<file path="src/rtl/gf_word_pkg.sv">
// Shared opcodes and helpers for the word-serial GF(2^m) operand unit.
package gf_word_pkg;

    typedef enum logic [2:0] {
        OP_LDA  = 3'd0,
        OP_LDB  = 3'd1,
        OP_LDC  = 3'd2,
        OP_SAVC = 3'd3,
        OP_MOVCA = 3'd4,
        OP_ADD  = 3'd5,
        OP_SQR  = 3'd6,
        OP_MULW = 3'd7
    } op_e;

    // True for commands that pull operands from memory.
    function automatic logic op_is_load(op_e op);
        return (op == OP_LDA) || (op == OP_LDB) || (op == OP_LDC);
    endfunction

    // True for commands that finish in a single beat.
    function automatic logic op_is_single(op_e op);
        return (op == OP_SQR) || (op == OP_MULW);
    endfunction

endpackage

</file>
<file path="src/rtl/gf_word_ctrl.sv">
// Command sequencer: accepts one command while idle, counts word beats,
// drives the memory strobes and address, and pulses done at the end.
// Assumes memory returns read data one cycle after the address.
module gf_word_ctrl
    import gf_word_pkg::*;
#(
    parameter int NWORDS = 13,
    parameter int ADDR_W = 8,
    localparam int BEAT_W = $clog2(NWORDS)
) (
    input  logic              clk,
    input  logic              rst_n,
    input  logic              cmd_valid,
    input  op_e               cmd_op,
    input  logic [ADDR_W-1:0] cmd_addr,
    output logic              cmd_ready,
    output logic              busy,
    output op_e               op_q,
    output logic [BEAT_W-1:0] beat_q,
    output logic              done,
    output logic              mem_rd,
    output logic              mem_wr,
    output logic [ADDR_W-1:0] mem_addr
);

    logic              busy_q;
    logic [ADDR_W-1:0] base_q;
    logic              done_q;
    logic              last;

    // Final beat of the running command.
    always_comb last = op_is_single(op_q) ? 1'b1 : (beat_q == BEAT_W'(NWORDS - 1));

    // Command acceptance, beat counting and completion pulse.
    always_ff @(posedge clk) begin
        if (!rst_n) begin
            busy_q <= 1'b0;
            op_q   <= OP_LDA;
            beat_q <= '0;
            base_q <= '0;
            done_q <= 1'b0;
        end else begin
            done_q <= busy_q && last;
            if (!busy_q) begin
                if (cmd_valid) begin
                    busy_q <= 1'b1;
                    op_q   <= cmd_op;
                    base_q <= cmd_addr;
                    beat_q <= '0;
                end
            end else if (last) begin
                busy_q <= 1'b0;
            end else begin
                beat_q <= beat_q + 1'b1;
            end
        end
    end

    // Memory strobes: loads prefetch one word ahead of the shift beat.
    always_comb begin
        if (!busy_q) begin
            mem_rd   = cmd_valid && op_is_load(cmd_op);
            mem_wr   = 1'b0;
            mem_addr = cmd_addr;
        end else begin
            mem_rd   = op_is_load(op_q) && !last;
            mem_wr   = (op_q == OP_SAVC);
            mem_addr = base_q + ADDR_W'(beat_q) + ADDR_W'(op_is_load(op_q));
        end
    end

    assign cmd_ready = !busy_q;
    assign busy      = busy_q;
    assign done      = done_q;

endmodule

</file>
<file path="src/rtl/gf_squarer.sv">
// Combinational squarer for GF(2^M) with trinomial x^M + x^K + 1.
// Spreads bit i to 2i, then folds terms of degree >= M downward from the
// top so that second-level folds are absorbed. Assumes 0 < K < M.
module gf_squarer #(
    parameter int M = 193,
    parameter int K = 15
) (
    input  logic [M-1:0] a,
    output logic [M-1:0] sq
);

    logic [2*M-2:0] wide;

    // Spread and reduce; the loop unrolls into a fixed XOR network.
    always_comb begin
        wide = '0;
        for (int i = 0; i < M; i++) wide[2*i] = a[i];
        for (int i = 2*M-2; i >= M; i--) begin
            wide[i-M+K] = wide[i-M+K] ^ wide[i];
            wide[i-M]   = wide[i-M]   ^ wide[i];
        end
        sq = wide[M-1:0];
    end

endmodule

</file>
<file path="src/rtl/gf_operand_regs.sv">
// Operand registers A, B and C as word-wide rotate/shift chains. Storage is
// padded to whole words; the pad bits are kept zero at all times.
module gf_operand_regs
    import gf_word_pkg::*;
#(
    parameter int M      = 193,
    parameter int WORD_W = 16,
    localparam int NWORDS = (M + WORD_W - 1) / WORD_W,
    localparam int W_TOT  = NWORDS * WORD_W,
    localparam int BEAT_W = $clog2(NWORDS),
    localparam int TOP_BITS = M - (NWORDS - 1) * WORD_W
) (
    input  logic              clk,
    input  logic              rst_n,
    input  logic              step,
    input  op_e               op,
    input  logic [BEAT_W-1:0] beat,
    input  logic [WORD_W-1:0] mem_rdata,
    input  logic [M-1:0]      mul_res,
    input  logic [M-1:0]      sq_res,
    output logic [M-1:0]      a_val,
    output logic [WORD_W-1:0] wr_word
);

    localparam logic [WORD_W-1:0] TOP_MASK = {WORD_W{1'b1}} >> (WORD_W - TOP_BITS);

    logic [W_TOT-1:0]  a_q, b_q, c_q;
    logic [WORD_W-1:0] word_in;
    logic [WORD_W-1:0] a_lo, b_lo, c_lo;

    // Shift a word in at the top, dropping the bottom word.
    function automatic logic [W_TOT-1:0] push(logic [W_TOT-1:0] r, logic [WORD_W-1:0] w);
        return {w, r[W_TOT-1:WORD_W]};
    endfunction

    // Incoming memory word, partial top word zero-filled.
    always_comb word_in = (beat == BEAT_W'(NWORDS - 1)) ? (mem_rdata & TOP_MASK) : mem_rdata;

    assign a_lo = a_q[WORD_W-1:0];
    assign b_lo = b_q[WORD_W-1:0];
    assign c_lo = c_q[WORD_W-1:0];

    // Register A: load, copy from C, or rotate during addition.
    always_ff @(posedge clk) begin
        if (!rst_n) a_q <= '0;
        else if (step) begin
            case (op)
                OP_LDA:   a_q <= push(a_q, word_in);
                OP_MOVCA: a_q <= push(a_q, c_lo);
                OP_ADD:   a_q <= push(a_q, a_lo);
                default:  a_q <= a_q;
            endcase
        end
    end

    // Register B: load or rotate during addition.
    always_ff @(posedge clk) begin
        if (!rst_n) b_q <= '0;
        else if (step) begin
            case (op)
                OP_LDB:  b_q <= push(b_q, word_in);
                OP_ADD:  b_q <= push(b_q, b_lo);
                default: b_q <= b_q;
            endcase
        end
    end

    // Register C: load, rotate out, sum slice, square or product.
    always_ff @(posedge clk) begin
        if (!rst_n) c_q <= '0;
        else if (step) begin
            case (op)
                OP_LDC:   c_q <= push(c_q, word_in);
                OP_SAVC,
                OP_MOVCA: c_q <= push(c_q, c_lo);
                OP_ADD:   c_q <= push(c_q, a_lo ^ b_lo);
                OP_SQR:   c_q <= W_TOT'(sq_res);
                OP_MULW:  c_q <= W_TOT'(mul_res);
                default:  c_q <= c_q;
            endcase
        end
    end

    assign a_val   = a_q[M-1:0];
    assign wr_word = c_lo;

endmodule

</file>
<file path="src/rtl/gf_word_unit.sv">
// Top level: word-serial GF(2^193) operand unit with a 16-bit memory port.
// Assumes a synchronous memory with one cycle of read latency.
module gf_word_unit
    import gf_word_pkg::*;
#(
    parameter int M      = 193,
    parameter int K      = 15,
    parameter int WORD_W = 16,
    parameter int ADDR_W = 8,
    localparam int NWORDS = (M + WORD_W - 1) / WORD_W,
    localparam int BEAT_W = $clog2(NWORDS)
) (
    input  logic              clk,
    input  logic              rst_n,
    input  logic              cmd_valid,
    input  logic [2:0]        cmd_op,
    input  logic [ADDR_W-1:0] cmd_addr,
    output logic              cmd_ready,
    output logic              done,
    output logic              mem_rd,
    output logic              mem_wr,
    output logic [ADDR_W-1:0] mem_addr,
    output logic [WORD_W-1:0] mem_wdata,
    input  logic [WORD_W-1:0] mem_rdata,
    input  logic [M-1:0]      mul_res
);

    logic              busy;
    op_e               op_q;
    logic [BEAT_W-1:0] beat_q;
    logic [M-1:0]      a_val;
    logic [M-1:0]      sq_res;

    gf_word_ctrl #(.NWORDS(NWORDS), .ADDR_W(ADDR_W)) u_ctrl (
        .clk, .rst_n, .cmd_valid, .cmd_op(op_e'(cmd_op)), .cmd_addr,
        .cmd_ready, .busy, .op_q, .beat_q, .done, .mem_rd, .mem_wr, .mem_addr
    );

    gf_operand_regs #(.M(M), .WORD_W(WORD_W)) u_regs (
        .clk, .rst_n, .step(busy), .op(op_q), .beat(beat_q), .mem_rdata,
        .mul_res, .sq_res, .a_val, .wr_word(mem_wdata)
    );

    gf_squarer #(.M(M), .K(K)) u_sq (.a(a_val), .sq(sq_res));

endmodule

</file>
<file path="config.mk">
export PLATFORM = sky130hd
export DESIGN_NAME = gf_word_unit
export DESIGN_NICKNAME = d
export VERILOG_FILES = /design/src/rtl/gf_word_pkg.sv /design/src/rtl/gf_word_ctrl.sv /design/src/rtl/gf_squarer.sv /design/src/rtl/gf_operand_regs.sv /design/src/rtl/gf_word_unit.sv
export SDC_FILE = /design/constraint.sdc
export NUM_CORES = 1
export LEC_CHECK = 0
export ABC_AREA = 1
export BUFFER_PORTS_ARGS = -buffer_cell sky130_fd_sc_hd__buf_2
export CORE_MARGIN = 2
export CORE_UTILIZATION = 35
export DETAILED_ROUTE_END_ITERATION = 8
export SYNTH_ARGS = -nofsm -noshare
export SYNTH_HDL_FRONTEND = slang
export SYNTH_SLANG_ARGS = --single-unit
</file>
<file path="constraint.sdc">
create_clock -name clk -period 5.1 [get_ports clk]
set_clock_uncertainty 0.2 [all_clocks]
set_input_delay 1.02 -clock clk [delete_from_list [all_inputs] [get_ports clk]]
set_output_delay 1.02 -clock clk [all_outputs]
set_load 0.02 [all_outputs]
</file>
After elaboration in Yosys (flattened, before gate mapping)
Index checks and enable logic that the tools add are counted.

word-level totals
  bits in registers = 641
  latch bits = 0
  memory bits (writable) = 0
  bits in read-only memories = 0
  input bits = 223
  output and inout port bits = 28
  memories = 0

operators by class
  add/sub/neg operators = 3
  multipliers = 0
  divide/modulo/power cells = 0
  $lt $le $gt $ge = 0
  equal/unequal tests = 11
  shift operators = 0
  mux-type cells = 14
  bitwise gates (word level) = 98
  reductions and logical operators = 22

operator list
  kind                   number
  $pmux W208 S5          1
  $pmux W208 S3          1
  $pmux W208 S2          1
  $xor A1 B1 Y1          96
  $mux W16               1
  $xor A16 B16 Y16       1
  $eq A3 B3 Y1 const B   4
  $mux W4                3
  $reduce_and A2 Y1      5
  $eq A3 B2 Y1 const B   3
  $add A8 B1 Y8          1
  $add A8 B4 Y8          1
  $mux W8                1
  $eq A3 B1 Y1 const B   2
  $logic_not A3 Y1       2
  $mux W1                6
  $logic_or A1 B1 Y1     5
  $reduce_bool A5 Y1     1
  $add A4 B1 Y4 const B  1
  $eq A4 B4 Y1 const B   1
  $reduce_bool A2 Y1     2
  $logic_and A1 B1 Y1    3
  $reduce_bool A3 Y1     1
  $logic_not A1 Y1       2
  other kinds (3)        3

Logic depth before layout (Yosys ltp)
Gate-level depths: netlist of run 1.

  depth after elaboration = 6
  gate-level depth with buffers = 12
  gate-level depth less buffers = 10

Hierarchy
From an unflattened synthesis of run 1, not the netlist that was laid out.

second synthesis, totals
  cell total of the unflattened synthesis = 4130
  area, all modules = 29951.2 µm²

by module, submodules not included
  module           times used  cells each  area each (µm²)
  gf_operand_regs  1           3730        27167.3
  gf_squarer       1           256         1752.9
  gf_word_ctrl     1           144         1031.0

Least setup slack after synthesis of run 1
No wires, ideal clock.

  kind = reg-to-output
  start = reg u_ctrl.op_q[1]
  end = out mem_addr[4]
  data arrival time = 2.420 ns
  path slack = 1.460 ns
  cell stages (with the launch flop) = 12
  buffers on the path = 2
  path through = dfxtp_1 buf_2 nand2_1 nand2_1 buf_1 fa_1 fa_1 inv_1 nand3_1 nand2_1 xor2_1 o21ai_0

between the ends
  longest elaborated chain between the ends = 5

ends and longest elaborated chain
  item                                              RTL line            RTL
  from (decl)                                       gf_word_ctrl.sv:18  output op_e op_q,
  from (signal assigned)                            gf_word_ctrl.sv:47  op_q <= cmd_op;
  $eq A3 B1 Y1 or $logic_not A3 Y1 (tied branches)  gf_word_pkg.sv:17   return (op == OP_LDA) || (op == OP_LDB) || (op == OP_LDC);
  $logic_or A1 B1 Y1                                gf_word_pkg.sv:17
  $logic_or A1 B1 Y1 *                              gf_word_pkg.sv:17
  $add A8 B1 Y8 *                                   gf_word_ctrl.sv:68  mem_addr = base_q + ADDR_W'(beat_q) + ADDR_W'(op_is_load(op_q));
  $mux W8 *                                         gf_word_ctrl.sv:61  if (!busy_q) begin
  to (decl)                                         gf_word_unit.sv:22  output logic [ADDR_W-1:0] mem_addr,

Mark *: on every way between the ends. The rest lies on a longest branch, timed or not.

Worst setup path after layout of run 1
  start = reg u_ctrl.op_q[2]
  end = out mem_addr[6]

Same word-level chain as after synthesis.

==> impl_table.tex, run 1 <==
\begin{tabular}{lr}
\hline
Metric & Value \\
\hline
\multicolumn{2}{l}{\textbf{Hold path}} \\
Hold wc startpoint & u\_regs.b\_q[24] \\
Worst hold path type & reg -> reg \\
Hold endpoint & u\_regs.b\_q[8] \\
Cell depth of the worst min-delay path & 2 \\
\multicolumn{2}{l}{\textbf{Logic synthesis}} \\
Post-synth EDFFs & 0 \\
Sequential element share of the synthesized area & 0.473 \\
Post-Syn Instances & 3,685 \\
Cell taking the most area after synthesis & sky130\_fd\_sc\_hd\_\_dfxtp\_1 \\
Top-count cell post-synth & sky130\_fd\_sc\_hd\_\_nor2\_1 \\
Dominant register cell in the synthesized netlist & sky130\_fd\_sc\_hd\_\_dfxtp\_1 \\
Top cells by instance count after synthesis & sky130\_fd\_sc\_hd\_\_nor2\_1, sky130\_fd\_sc\_hd\_\_dfxtp\_1, sky130\_fd\_sc\_hd\_\_o21ai\_0, sky130\_fd\_sc\_hd\_\_a21oi\_1, sky130\_fd\_sc\_hd\_\_nand2\_1 \\
Mapped Avg Cell Area & 7.36 sq um \\
Synthesis-stage register bit count & 641 \\
Netlist area before placement & 27,100 sq um \\
Post-synthesis async set-or-reset flop share & 0 \\
YS warnings & 0 \\
Net count of the mapped netlist & 3,915 \\
Number of distinct library cell variants in the gate-level netlist after synthesis & 31 \\
Largest cells by area after synthesis & sky130\_fd\_sc\_hd\_\_dfxtp\_1, sky130\_fd\_sc\_hd\_\_nor2\_1, sky130\_fd\_sc\_hd\_\_o21ai\_0 \\
Fraction of synthesized cell area taken by the top area cell type & 0.473 \\
\multicolumn{2}{l}{\textbf{GRT}} \\
Congestion Overflow GR & 0 \\
Vias in the first global route & 22,348 \\
Global-route total usage across every layer & 0.226 \\
Pin count of the biggest net entering global routing & 273 \\
First-pass GRT wire length & 138,000 um \\
Antenna violations before repair & 1 \\
\multicolumn{2}{l}{\textbf{Timing}} \\
Highest clock frequency the design can meet & 239 MHz \\
Final max-slew violation count & 0 \\
Unrepaired setup endpoints after global routing & false \\
\# setup viols final & 0 \\
Period Utilization, post-route & 0.821 \\
Setup\_tns & 0 ns \\
Transition at the pin with the smallest max-transition slack & 1.15 ns \\
Min Tclk post-route & 4.19 ns \\
Final Hold Viols & 0 \\
Fin Hold WS & 0.258 ns \\
Slew Limit Headroom & 0.235 \\
\multicolumn{2}{l}{\textbf{Cells and area}} \\
Finished Layout Cells & 4,823 \\
Antenna diodes & 0 \\
Layout cell share with drive strength beyond 1 & 0.107 \\
Growth of design area from synthesis to finish & 14.0\% \\
Final nets & 3,963 \\
\multicolumn{2}{l}{\textbf{CTS}} \\
Post-cts sizing count & 0 \\
Number of hold buffers added after CTS & 0 \\
Clock tree from TritonCTS & yes \\
Number of post-CTS setup repair buffers & 0 \\
Cell at the root of the clock tree & sky130\_fd\_sc\_hd\_\_clkbuf\_16 \\
Number of buffers inserted during clock tree synthesis & 69 \\
CTS Sinks & 641 \\
Clock transition at path regs & 0.06 ns \\
Skew-Pair Late Insertion Delay & 0.62 ns \\
Count of H-tree levels built during CTS & 3 \\
Buffers from clock root to sink, at most & 3 \\
\multicolumn{2}{l}{\textbf{Power}} \\
Static Leak & 13.3 nW \\
Worst VDD drop & 0.235 mV \\
Power per cell area & 393 nW/um\^{}2 \\
Final Total Pwr & 12.2 mW \\
\multicolumn{2}{l}{\textbf{Detailed routing}} \\
Starting DRT DRC Count & 2,719 \\
Detailed-routing iteration count for the pre-antenna-repair pass & 6 \\
Post-DR vias/cell & 5.12 \\
Wire length after detailed routing & 93,000 um \\
Drc violations & 0 \\
Number of nets with antenna violations after detailed routing & 0 \\
Number of vias after detailed routing & 24,702 \\
Average wire per standard cell & 19.3 um \\
\multicolumn{2}{l}{\textbf{Place}} \\
Detailed-placement wirelength estimate & 61,800 um \\
Cells after DPL & 4,702 \\
Count of buffers from port buffering & 250 \\
Final Wtd Congestion & 0.885 \\
\multicolumn{2}{l}{\textbf{Critical path}} \\
Worst setup path category & reg -> out \\
Worst r2r dst & u\_regs.c\_q[53] \\
Endpoint kind of the worst setup timing path & output port \\
Number of cells traversed by the worst register-to-register path & 5 \\
Flop2flop setup slack & 1.85 ns \\
CP required & 3.88 ns \\
Critical R2R Launch & u\_ctrl.op\_q[2] \\
Signal arrival time at the worst endpoint & 2.97 ns \\
Worst Path Max Fanout & 8 \\
Worst Setup Start Kind & register \\
\multicolumn{2}{l}{\textbf{Floorplanning}} \\
Core footprint & 77,100 sq um \\
Initial standard-cell utilization of the core & 0.352 \\
\# rows & 102 \\
Height of the die & 282 um \\
Die width & 282 um \\
Floorplan die area & 79,800 sq um \\
IO Count & 251 \\
\multicolumn{2}{l}{\textbf{Run}} \\
Max-Cap Viols & 0 \\
\multicolumn{2}{l}{\textbf{Run status}} \\
Result of the run & completed \\
\hline
\end{tabular}
==> final cells by class <==
type | count | area (sq um)
Clock buffer | 105 | 2120
Clock inverter | 16 | 139
Fill cell | 8175 | 46100
Inverter | 154 | 589
Multi-Input combinational cell | 2588 | 12400
Sequential cell | 641 | 12800
Tap cell | 1040 | 1300
Timing Repair Buffer | 279 | 1570
==> how the worst max path moves through the flow <==
stage | slack [ns] | from | to | cells after the start
after floorplan | 1.46 | u_ctrl.op_q[1] | mem_addr[4] | 11
after global placement | 1.55 | u_ctrl.op_q[1] | mem_addr[6] | 11
after detailed placement | 1.54 | u_ctrl.op_q[2] | mem_addr[6] | 11
after CTS | 0.87 | u_ctrl.op_q[2] | mem_addr[6] | 11
after global routing | 0.72 | u_ctrl.op_q[2] | mem_addr[6] | 11
final | 0.91 | u_ctrl.op_q[2] | mem_addr[6] | 11
==> state kept, by name, summed over array words and instances, names as in the netlist <==
signal and flops:
u_ctrl.base_q 8, u_ctrl.beat_q 4, u_ctrl.busy 1, u_ctrl.done 1, u_ctrl.op_q 3, u_regs.a_q 208, u_regs.b_q 208, u_regs.c_q 208
==> worst max-delay path: stages (launching register included) <==
cell and delay [ns]:
sky130_fd_sc_hd__dfxtp_1 0.44, sky130_fd_sc_hd__inv_2 0.21, sky130_fd_sc_hd__nand2_1 0.12, sky130_fd_sc_hd__fa_1 0.41
sky130_fd_sc_hd__fa_1 0.38, sky130_fd_sc_hd__inv_1 0.10, sky130_fd_sc_hd__nand3_1 0.07, sky130_fd_sc_hd__nand2_1 0.13
sky130_fd_sc_hd__a21oi_1 0.07, sky130_fd_sc_hd__nand3b_1 0.17, sky130_fd_sc_hd__nand2_1 0.10, sky130_fd_sc_hd__buf_2 0.16
==> kinds of logic after synthesis <==
group           synth area share
xor+xnor                  0.0342
buf+inv                   0.0723
flops                      0.473
fa+ha+maj                0.00378
simple gates               0.186
compound gates             0.231
==> power breakdown <==
part | switching, mW | total, mW | internal [mW]
Sequential | 0.385 | 5.75 | 5.36
Clock | 2.11 | 5.03 | 2.93
Combinational | 0.892 | 1.39 | 0.500
==> layout by cell type (no fill, tap or decap), drive strengths merged <==
cell / instances
dfxtp: 641
nor2: 981
a22oi: 97
bufinv: 1
ha: 5
inv: 155
o21ai: 582
clkinv: 14
a31oi: 18
buf: 279
xnor2: 90
fa: 2
o22ai: 17
nand2: 305
a21oi: 351
nand3: 32
a211oi: 3
nand3b: 4
nor3: 3
o211ai: 81
nand4: 1
xor2: 16
clkbuf: 105
==> per-layer routing <==
metal | share of wire | GRT usage | vias to the layer above | routed length (um)
met1 | 0.45 | 0.311 | 11504 | 42100
met2 | 0.45 | 0.356 | 783 | 42000
li1 | - | - | 12261 | -
met3 | 0.056 | 0.0349 | 154 | 5230
met4 | 0.039 | 0.0868 | 0 | 3640
met5 | 0 | 0 | - | 0
==> through the flow <==
stage,cell area [sq um],worst slack (ns),util
global placement,28700,1.55,0.372
CTS,30900,0.868,0.402
global route,30900,0.720,0.402
finish,30900,0.914,0.402
detailed placement,28700,1.54,0.372
floorplan,27100,1.46,-
No activity file was read; power rests on OpenSTA's default activity.
==> inputs of run 2 (changes only) <==
==> constraint.sdc (replaced) <==
create_clock -name clk -period 3.7 [get_ports clk]
set_clock_uncertainty 0.2 [all_clocks]
set_input_delay 0.74 -clock clk [delete_from_list [all_inputs] [get_ports clk]]
set_output_delay 0.74 -clock clk [all_outputs]
set_load 0.02 [all_outputs]
==> impl_table.tex, run 2 (synthesis gave the netlist of run 1 again) <==
\begin{tabular}{lr}
\hline
Metric & Value \\
\hline
\multicolumn{2}{l}{\textbf{Run status}} \\
Result of the run & completed \\
\multicolumn{2}{l}{\textbf{CTS}} \\
CTS Sinks & 641 \\
Buffers from clock root to sink, at most & 3 \\
Cell at the root of the clock tree & sky130\_fd\_sc\_hd\_\_clkbuf\_16 \\
Clock transition at path regs & 0.06 ns \\
Skew-Pair Late Insertion Delay & 0.62 ns \\
Clock tree from TritonCTS & yes \\
Number of hold buffers added after CTS & 0 \\
Number of buffers inserted during clock tree synthesis & 69 \\
Count of H-tree levels built during CTS & 3 \\
\multicolumn{2}{l}{\textbf{Detailed routing}} \\
Detailed-routing iteration count for the pre-antenna-repair pass & 8 \\
Top metal layer carrying routed signals & met4 \\
Number of nets with antenna violations after detailed routing & 0 \\
Average wire per standard cell & 19.3 um \\
Met1 layer wirelength in the final routing & 41,900 um \\
Starting DRT DRC Count & 2,754 \\
Wire length after detailed routing & 93,500 um \\
Total met2 wirelength after detailed routing & 43,000 um \\
Number of vias after detailed routing & 24,916 \\
Drc violations & 0 \\
Post-DR vias/cell & 5.15 \\
Met3 wire length & 5570 um \\
\multicolumn{2}{l}{\textbf{Cells and area}} \\
Highest-count cells in the layout ignoring fill and taps & sky130\_fd\_sc\_hd\_\_nor2\_1, sky130\_fd\_sc\_hd\_\_dfxtp\_1, sky130\_fd\_sc\_hd\_\_o21ai\_0 \\
Count of fill cells added during filler insertion & 8,033 \\
Registers with the most flip-flops & u\_regs.a\_q x208, u\_regs.b\_q x208, u\_regs.c\_q x208 \\
Growth of design area from synthesis to finish & 15.7\% \\
Post-route cell area & 31,400 sq um \\
Commonest non-fill, non-tap cell in the layout & sky130\_fd\_sc\_hd\_\_nor2\_1 \\
Final nets & 3,981 \\
Layout cell share with drive strength beyond 1 & 0.114 \\
Antenna diodes & 0 \\
\multicolumn{2}{l}{\textbf{Place}} \\
Cell area after placement & 28,900 sq um \\
Worst setup slack after placement & 0.437 ns \\
Detailed-placement wirelength estimate & 62,700 um \\
Count of buffers from port buffering & 250 \\
Final Wtd Congestion & 0.866 \\
\multicolumn{2}{l}{\textbf{Floorplanning}} \\
IO Count & 251 \\
Floorplan die area & 79,800 sq um \\
Core footprint & 77,100 sq um \\
Height of the die & 282 um \\
\# rows & 102 \\
Die width & 282 um \\
Initial standard-cell utilization of the core & 0.352 \\
\multicolumn{2}{l}{\textbf{Run}} \\
Max-Cap Viols & 0 \\
\multicolumn{2}{l}{\textbf{Critical path}} \\
Signal arrival time at the worst endpoint & 2.58 ns \\
Worst setup path category & reg -> out \\
Worst Path Max Fanout & 5 \\
Crit path capture & mem\_addr[6] \\
Endpoint kind of the worst setup timing path & output port \\
Source of the critical timing path & u\_ctrl.op\_q[0] \\
CP required & 2.76 ns \\
Worst Setup Start Kind & register \\
Worst r2r dst & u\_regs.a\_q[6] \\
Critical R2R Launch & u\_ctrl.busy \\
Number of cells traversed by the worst register-to-register path & 4 \\
Flop2flop setup slack & 1.05 ns \\
\multicolumn{2}{l}{\textbf{GRT}} \\
Congestion Overflow GR & 0 \\
Pin count of the biggest net entering global routing & 225 \\
Vias in the first global route & 22,649 \\
First-pass GRT wire length & 139,000 um \\
Global-route total usage across every layer & 0.227 \\
Antenna violations before repair & 1 \\
\multicolumn{2}{l}{\textbf{Timing}} \\
Final Hold Viols & 0 \\
Post-route setup slack & 0.185 ns \\
Slew Limit Headroom & 0.301 \\
Setup\_tns & 0 ns \\
Highest clock frequency the design can meet & 284 MHz \\
Transition at the pin with the smallest max-transition slack & 1.05 ns \\
Period Utilization, post-route & 0.950 \\
Fin Hold WS & 0.194 ns \\
Unrepaired setup endpoints after global routing & false \\
Final max-slew violation count & 0 \\
\# setup viols final & 0 \\
Min Tclk post-route & 3.52 ns \\
\multicolumn{2}{l}{\textbf{Power}} \\
Power per cell area & 549 nW/um\^{}2 \\
Final Total Pwr & 17.2 mW \\
Static Leak & 13.5 nW \\
Worst VDD drop & 0.325 mV \\
\multicolumn{2}{l}{\textbf{Hold path}} \\
Worst hold path type & in -> reg \\
\hline
\end{tabular}
## run 2: changes by cell type in the layout (fill, tap and decap cells not counted), sizes merged
cell      delta
clkbuf       -5
clkinvlp     +1
inv          -1
buf         +18
bufinv       +6
## run 2: routing by layer
layer  global-route usage  vias up
met1                0.312    11604
met5                    0        -
met4               0.0794        0
met3               0.0344      155
li1                     -    12293
met2                0.363      864
## run 2: through the flow
stage / utilization / std cells
2_1_floorplan: - / 3685
3_3_place_gp: 0.375 / 4716
3_5_place_dp: 0.375 / 4716
4_1_cts: 0.407 / 4838
5_1_grt: 0.407 / 4842
6_report: 0.407 / 4842
## run 2: worst min-delay path by stage
stage                          startpoint         endpoint  slack [ns]  cells past startpoint
after CTS                      mul_res[1]    u_regs.c_q[1]        0.17                      3
after floorplan           u_regs.b_q[116]  u_regs.b_q[100]        0.25                      2
after detailed placement   u_regs.b_q[26]   u_regs.b_q[10]        0.26                      2
final                          mul_res[1]    u_regs.c_q[1]        0.19                      3
after global placement    u_regs.b_q[114]   u_regs.b_q[98]        0.26                      2
after global routing           mul_res[1]    u_regs.c_q[1]        0.19                      3
## run 2: timing repair
item,in CTS,in global routing
pin swaps,0,4
setup endpoints to repair,3,2
resized for setup,6,9
hold endpoints to repair,0,0
setup buffers,0,4
## run 2: power breakdown
group	total, mW	internal, mW	switching, mW	leakage, nW
clock network	7.32	4.40	2.93	1.18
logic	1.98	0.729	1.25	7.04
registers	7.92	7.39	0.529	5.23
## run 2: area by class of cell
type,instances,area [sq um],area share
flip-flops and latches,641,12800,0.409
well taps,1040,1300,0.0414
multi-input cells,2588,12400,0.395
repair buffers,297,1860,0.0592
clock buffers,100,2080,0.0662
clock inverters,22,314,0.0100
inverters,154,592,0.0188
## run 2: critical path, cell delays in order, from the launching register on
cell and delay (ns):
sky130_fd_sc_hd__dfxtp_4 0.37, sky130_fd_sc_hd__nand2_2 0.10, sky130_fd_sc_hd__nand2_2 0.08, sky130_fd_sc_hd__fa_2 0.37
sky130_fd_sc_hd__fa_2 0.34, sky130_fd_sc_hd__inv_2 0.07, sky130_fd_sc_hd__nand3_1 0.08, sky130_fd_sc_hd__nand2_2 0.10
sky130_fd_sc_hd__a21oi_1 0.07, sky130_fd_sc_hd__nand3b_1 0.17, sky130_fd_sc_hd__nand2_2 0.11, sky130_fd_sc_hd__buf_6 0.12
